`config.mk`:
```
export PLATFORM = sky130hd
export DESIGN_NAME = rs485_dir_filter
export DESIGN_NICKNAME = d
export VERILOG_FILES = /design/src/rtl/rs485_pkg.sv /design/src/rtl/rs485_turnaround.sv /design/src/rtl/rs485_pin_mux.sv /design/src/rtl/rs485_addr_filter.sv /design/src/rtl/rs485_dir_filter.sv
export SDC_FILE = /design/constraint.sdc
export NUM_CORES = 1
export LEC_CHECK = 0
export BUFFER_PORTS_ARGS = -buffer_cell sky130_fd_sc_hd__buf_2
export CORE_MARGIN = 1.5
export CORE_UTILIZATION = 32
export CTS_BUF_LIST = sky130_fd_sc_hd__clkbuf_4
export DETAILED_ROUTE_END_ITERATION = 7
export MAX_ROUTING_LAYER = met4
export SYNTH_ARGS = -nofsm -noshare
export SYNTH_HDL_FRONTEND = slang
export SYNTH_SLANG_ARGS = --single-unit
```
`constraint.sdc`:
```
create_clock -name clk -period 4.65 [get_ports clk]
set_clock_uncertainty 0.05 [all_clocks]
set_input_delay 0.2325 -clock clk [delete_from_list [all_inputs] [get_ports clk]]
set_output_delay 0.2325 -clock clk [all_outputs]
set_load 0.01 [all_outputs]
```
`src/rtl/rs485_pkg.sv`:
```
package rs485_pkg;
    typedef enum logic [1:0] {
        DIR_IDLE = 2'd0,
        DIR_TX   = 2'd1,
        DIR_HOLD = 2'd2
    } dir_state_e;

    localparam int PIN_RTS = 0;
    localparam int PIN_DTR = 1;
    localparam int NUM_PINS = 2;
endpackage

```
`src/rtl/rs485_turnaround.sv`:
```
module rs485_turnaround
    import rs485_pkg::*;
#(
    parameter int CNT_W = 8
) (
    input  logic             clk,
    input  logic             rst_n,
    input  logic             tx_start,
    input  logic             tx_done,
    input  logic             bit_tick,
    input  logic [CNT_W-1:0] turn_bits,
    output logic             dir_active
);
    localparam logic [CNT_W-1:0] CNT_ONE = CNT_W'(1);

    typedef struct packed {
        dir_state_e       state;
        logic [CNT_W-1:0] cnt;
    } turn_regs_t;

    turn_regs_t r_q, r_d;

    always_comb begin
        r_d = r_q;
        case (r_q.state)
            DIR_IDLE: begin
                if (tx_start) r_d.state = DIR_TX;
            end
            DIR_TX: begin
                if (!tx_start && tx_done) begin
                    if (turn_bits == '0) begin
                        r_d.state = DIR_IDLE;
                    end else begin
                        r_d.state = DIR_HOLD;
                        r_d.cnt   = turn_bits;
                    end
                end
            end
            DIR_HOLD: begin
                if (tx_start) begin
                    r_d.state = DIR_TX;
                    r_d.cnt   = '0;
                end else if (bit_tick) begin
                    if (r_q.cnt == CNT_ONE) begin
                        r_d.state = DIR_IDLE;
                        r_d.cnt   = '0;
                    end else begin
                        r_d.cnt = r_q.cnt - CNT_ONE;
                    end
                end
            end
            default: begin
                r_d.state = DIR_IDLE;
                r_d.cnt   = '0;
            end
        endcase
    end

    always_ff @(posedge clk or negedge rst_n) begin
        if (!rst_n) begin
            r_q.state <= DIR_IDLE;
            r_q.cnt   <= '0;
        end else begin
            r_q <= r_d;
        end
    end

    assign dir_active = (r_q.state != DIR_IDLE);
endmodule

```
`src/rtl/rs485_pin_mux.sv`:
```
module rs485_pin_mux
    import rs485_pkg::*;
(
    input  logic auto_dir,
    input  logic use_dtr,
    input  logic dir_active,
    input  logic rts_reg,
    input  logic flow_en,
    input  logic rts_flow,
    input  logic dtr_reg,
    output logic rts_o,
    output logic dtr_o
);
    logic [NUM_PINS-1:0] normal_src;
    logic [NUM_PINS-1:0] pin_val;
    logic [NUM_PINS-1:0] pin_sel;

    always_comb begin
        normal_src          = '0;
        normal_src[PIN_RTS] = flow_en ? rts_flow : rts_reg;
        normal_src[PIN_DTR] = dtr_reg;
        pin_sel             = '0;
        pin_sel[PIN_RTS]    = auto_dir && !use_dtr;
        pin_sel[PIN_DTR]    = auto_dir && use_dtr;
    end

    for (genvar g = 0; g < NUM_PINS; g++) begin : g_pin
        assign pin_val[g] = pin_sel[g] ? dir_active : normal_src[g];
    end

    assign rts_o = pin_val[PIN_RTS];
    assign dtr_o = pin_val[PIN_DTR];
endmodule

```
`src/rtl/rs485_addr_filter.sv`:
```
module rs485_addr_filter #(
    parameter int DATA_W = 8
) (
    input  logic              clk,
    input  logic              rst_n,
    input  logic              addr_en,
    input  logic [DATA_W-1:0] station,
    input  logic              rx_valid,
    input  logic [DATA_W-1:0] rx_data,
    input  logic              rx_addr_bit,
    output logic              fifo_wr,
    output logic [DATA_W-1:0] fifo_data
);
    typedef struct packed {
        logic              addressed;
        logic              wr;
        logic [DATA_W-1:0] data;
    } filt_regs_t;

    filt_regs_t f_q, f_d;
    logic       addr_match;

    assign addr_match = (rx_data == station);

    always_comb begin
        f_d    = f_q;
        f_d.wr = 1'b0;
        if (!addr_en) f_d.addressed = 1'b0;
        if (rx_valid) begin
            if (!addr_en) begin
                f_d.wr   = 1'b1;
                f_d.data = rx_data;
            end else if (rx_addr_bit) begin
                f_d.addressed = addr_match;
                if (addr_match) begin
                    f_d.wr   = 1'b1;
                    f_d.data = rx_data;
                end
            end else if (f_q.addressed) begin
                f_d.wr   = 1'b1;
                f_d.data = rx_data;
            end
        end
    end

    always_ff @(posedge clk or negedge rst_n) begin
        if (!rst_n) begin
            f_q.addressed <= 1'b0;
            f_q.wr        <= 1'b0;
            f_q.data      <= '0;
        end else begin
            f_q <= f_d;
        end
    end

    assign fifo_wr   = f_q.wr;
    assign fifo_data = f_q.data;
endmodule

```
`src/rtl/rs485_dir_filter.sv`:
```
module rs485_dir_filter #(
    parameter int TURN_W = 8,
    parameter int DATA_W = 8
) (
    input  logic              clk,
    input  logic              rst_n,
    input  logic              cfg_auto_dir,
    input  logic              cfg_use_dtr,
    input  logic [TURN_W-1:0] cfg_turn,
    input  logic              cfg_addr_en,
    input  logic [DATA_W-1:0] cfg_station,
    input  logic              rts_reg,
    input  logic              flow_en,
    input  logic              rts_flow,
    input  logic              dtr_reg,
    input  logic              tx_start,
    input  logic              tx_done,
    input  logic              bit_tick,
    input  logic              rx_valid,
    input  logic [DATA_W-1:0] rx_data,
    input  logic              rx_addr_bit,
    output logic              rts_o,
    output logic              dtr_o,
    output logic              fifo_wr,
    output logic [DATA_W-1:0] fifo_data
);
    logic dir_active;

    rs485_turnaround #(.CNT_W(TURN_W)) u_turn (
        .clk        (clk),
        .rst_n      (rst_n),
        .tx_start   (tx_start),
        .tx_done    (tx_done),
        .bit_tick   (bit_tick),
        .turn_bits  (cfg_turn),
        .dir_active (dir_active)
    );

    rs485_pin_mux u_mux (
        .auto_dir   (cfg_auto_dir),
        .use_dtr    (cfg_use_dtr),
        .dir_active (dir_active),
        .rts_reg    (rts_reg),
        .flow_en    (flow_en),
        .rts_flow   (rts_flow),
        .dtr_reg    (dtr_reg),
        .rts_o      (rts_o),
        .dtr_o      (dtr_o)
    );

    rs485_addr_filter #(.DATA_W(DATA_W)) u_filt (
        .clk         (clk),
        .rst_n       (rst_n),
        .addr_en     (cfg_addr_en),
        .station     (cfg_station),
        .rx_valid    (rx_valid),
        .rx_data     (rx_data),
        .rx_addr_bit (rx_addr_bit),
        .fifo_wr     (fifo_wr),
        .fifo_data   (fifo_data)
    );
endmodule

```
==> run metrics <==
ant diodes 0; Required @ worst endpoint 4.83 ns; unrepaired setup endpoints after global routing false; min Tclk post-route 2.08 ns; ranking of synthesized cells by area dfrtp_1 (31%), and4b_1 (5.0%), ha_1 (4.7%), o2111ai_1 (4.4%), xnor2_1 (4.4%); Rows 25; Synth cell types 44; Final Hold Fails 0; # DRC 0; Power Density 416 nW/um^2; Post-synth EDFFs 0; clock-pin slew on the worst setup and hold paths 0.11 ns; Root Buffer clkbuf_4; sequential-to-total area share from yosys stat 31.1%; Post-Syn Area 1610 um^2; post-CTS setup buffers 0; post-synthesis register bit count 20; yosys synthesis warning count 0; critical path class reg2reg; grt ovf 0; IO Pins 49; Port Buffer Count 48; Sink Count 20; worst skew pair latency 0.30 ns; Mapped Cells 180; main flop type after synthesis dfrtp_1; crit path DAT 2.26 ns; type of origin of the critical path flop; maximum VDD drop 0.000143 V; dpl hpwl 3020 um; vias in the first global route 1402; run status finished clean; largest net degree at the start of global routing 21; Routed Antenna Nets 0; switching pwr 0.000336 W; H-Tree Depth 1; CTS tree built; final WL 3950 um; Layout area overhead 16.5%; filler cell count in the final layout 495; CTS Buf Count 3; post-synthesis net count 224; fmax 0.481 GHz; max incr delay on CP 0.52 ns; Sw Ratio 43.2%; Power Internal 0.000442 W; GR Util All Layers 16.1%; ys async rst share 100%; Final nets 262; sequential cell area 500 um^2; crit end category flop; first-pass GRT wire length 6580 um; cell taking the most area after synthesis dfrtp_1; initial antenna violation count 0; Die Y-Extent 73.9 um; max cap viols 0; Final Util 39.1%; multi-input logic area 990 um^2; 1st-iter DRT viols 84; average size of a mapped cell 8.93 um^2; first-pass iteration count of the detailed router 4; crit path cell chain inv_1 > ha_1 > nor3b_1 > a211oi_2 > nand3_1 > o2bb2ai_1; Vias/cell 5.38; P_leak 0.828 nW; RePlAce Congestion 0.820; crit path max fanout 9; layout cell share with drive strength beyond 1 26.9%; Final TNS setup 0 ns; cells on worst reg2reg path 6; HP Class in2reg; Commonest cells post-synth dfrtp_1 (20), nand2_1 (15), a21oi_1 (12); Hold Path Stages 3; core area 4790 um^2; Wirelength per Cell 14.0 um; Die Wd 73.9 um; Seq pwr share 33.1%; PostCTS Resize Cnt 0; DIE AREA 5460 um^2; Slew Viols, Final 0; relative slew slack 44.9%; via count 1523; Yosys top cell area share 31.1%; clock buffer depth 2; slowest CP cell a211oi_2; count leader, synth dfrtp_1; Final period util 44.8%; Clock Power Share 10.8%; Initial Utilization 33.6%; Comb pwr share 56.1%; Worst-Margin Slew 0.825 ns; Final setup viols 0
[metal layers]
layer / global-route usage [%] / vias to the layer above / share of wire [%]
met1: 20.6 / 692 / 48
met4: 4.12 / 0 / 0.20
li1: - / 770 / -
met3: 3.57 / 2 / 6.2
met5: - / - / 0
met2: 25.8 / 59 / 46
[flip-flops by register name (all words and copies together) (netlist names)]
register	flops
u_filt.fifo_wr	1
u_turn.r_q	10
u_filt.f_q	1
u_filt.fifo_data	8
[cells in the final DEF, fill, tap and decap left out, types with 4 or more instances in the layout]
master,count
o2111ai_1,8
a21oi_1,12
nand2_1,15
dfrtp_1,20
o2bb2ai_1,6
ha_1,6
buf_2,48
nor2_1,4
nand3_1,11
nand4_1,10
inv_1,7
o211ai_1,7
xnor2_1,8
and4b_1,8
[kinds of logic after synthesis]
| logic type | share of synthesized area (%) |
|---|---|
| and+or+nand+nor | 27.3 |
| AOI/OAI and AO/OA | 23.3 |
| buffers and inverters | 7.32 |
| DFF | 31.1 |
| xor gates and xnor gates | 4.36 |
| adders and majority gates | 4.67 |
| muxes | 1.95 |
[through the flow]
| stage | instance area [um^2] | std cells | setup slack [ns] | hold WS [ns] | total power [W] |
|---|---|---|---|---|---|
| final | 1870 | 283 | 2.57 | 0.161 | 0.000779 |
| after global routing | 1870 | 283 | 2.43 | 0.141 | 0.000854 |
| after CTS | 1870 | 283 | 2.60 | 0.155 | 0.000786 |
| after detailed placement | 1840 | 279 | 2.63 | 0.181 | 0.000699 |
| after global placement | 1840 | 279 | 2.66 | 0.181 | 0.000692 |
| after floorplan | 1610 | 180 | 2.81 | -0.113 | 0.000597 |
[power groups by stage]
stage               registers [W]  logic, W  clock network, W
global route             0.000264  0.000492         0.0000978
finish                   0.000258  0.000437         0.0000839
global placement         0.000261  0.000431                 0
CTS                      0.000258  0.000440         0.0000884
floorplan                0.000251  0.000346                 0
detailed placement       0.000262  0.000437                 0
[worst paths after layout]
| kind | slack [ns] | to | from |
|---|---|---|---|
| worst max-delay path | 2.57 | u_turn.r_q[3]$_DFFE_PN0P_ | u_turn.r_q[8]$_DFFE_PN0P_ |
| worst min-delay path | 0.16 | u_filt.fifo_data[0]$_DFFE_PN0P_ | rx_data[0] |
| worst max register to register | 2.57 | u_turn.r_q[3]$_DFFE_PN0P_ | u_turn.r_q[8]$_DFFE_PN0P_ |
| worst min register to register | 0.48 | u_filt.fifo_data[7]$_DFFE_PN0P_ | u_filt.fifo_data[7]$_DFFE_PN0P_ |
| max in group asynchronous | 3.87 | u_turn.r_q[3]$_DFFE_PN0P_ | rst_n |
| min in group asynchronous | 0.35 | u_turn.r_q[1]$_DFFE_PN0P_ | rst_n |
[final cells by class]
type	instances	share of cell area, %
clock buffers	3	1.20
inverters	7	1.40
multi-input cells	137	52.8
flip-flops and latches	20	26.7
well taps	67	4.48
repair buffers	49	13.4
[repair_timing]
action,in CTS,in global routing
endpoints found under the setup margin,0,0
hold buffers,1,0
hold endpoints to repair,20,0
[critical path, delay by kind of cell, from the launching register on]
family,cells,cell delay [ns]
flops,1,0.41
fa+ha+maj,1,0.24
buf+inv,1,0.08
compound gates,2,0.74
simple gates,2,0.50
(Power assumes the default switching activity.)
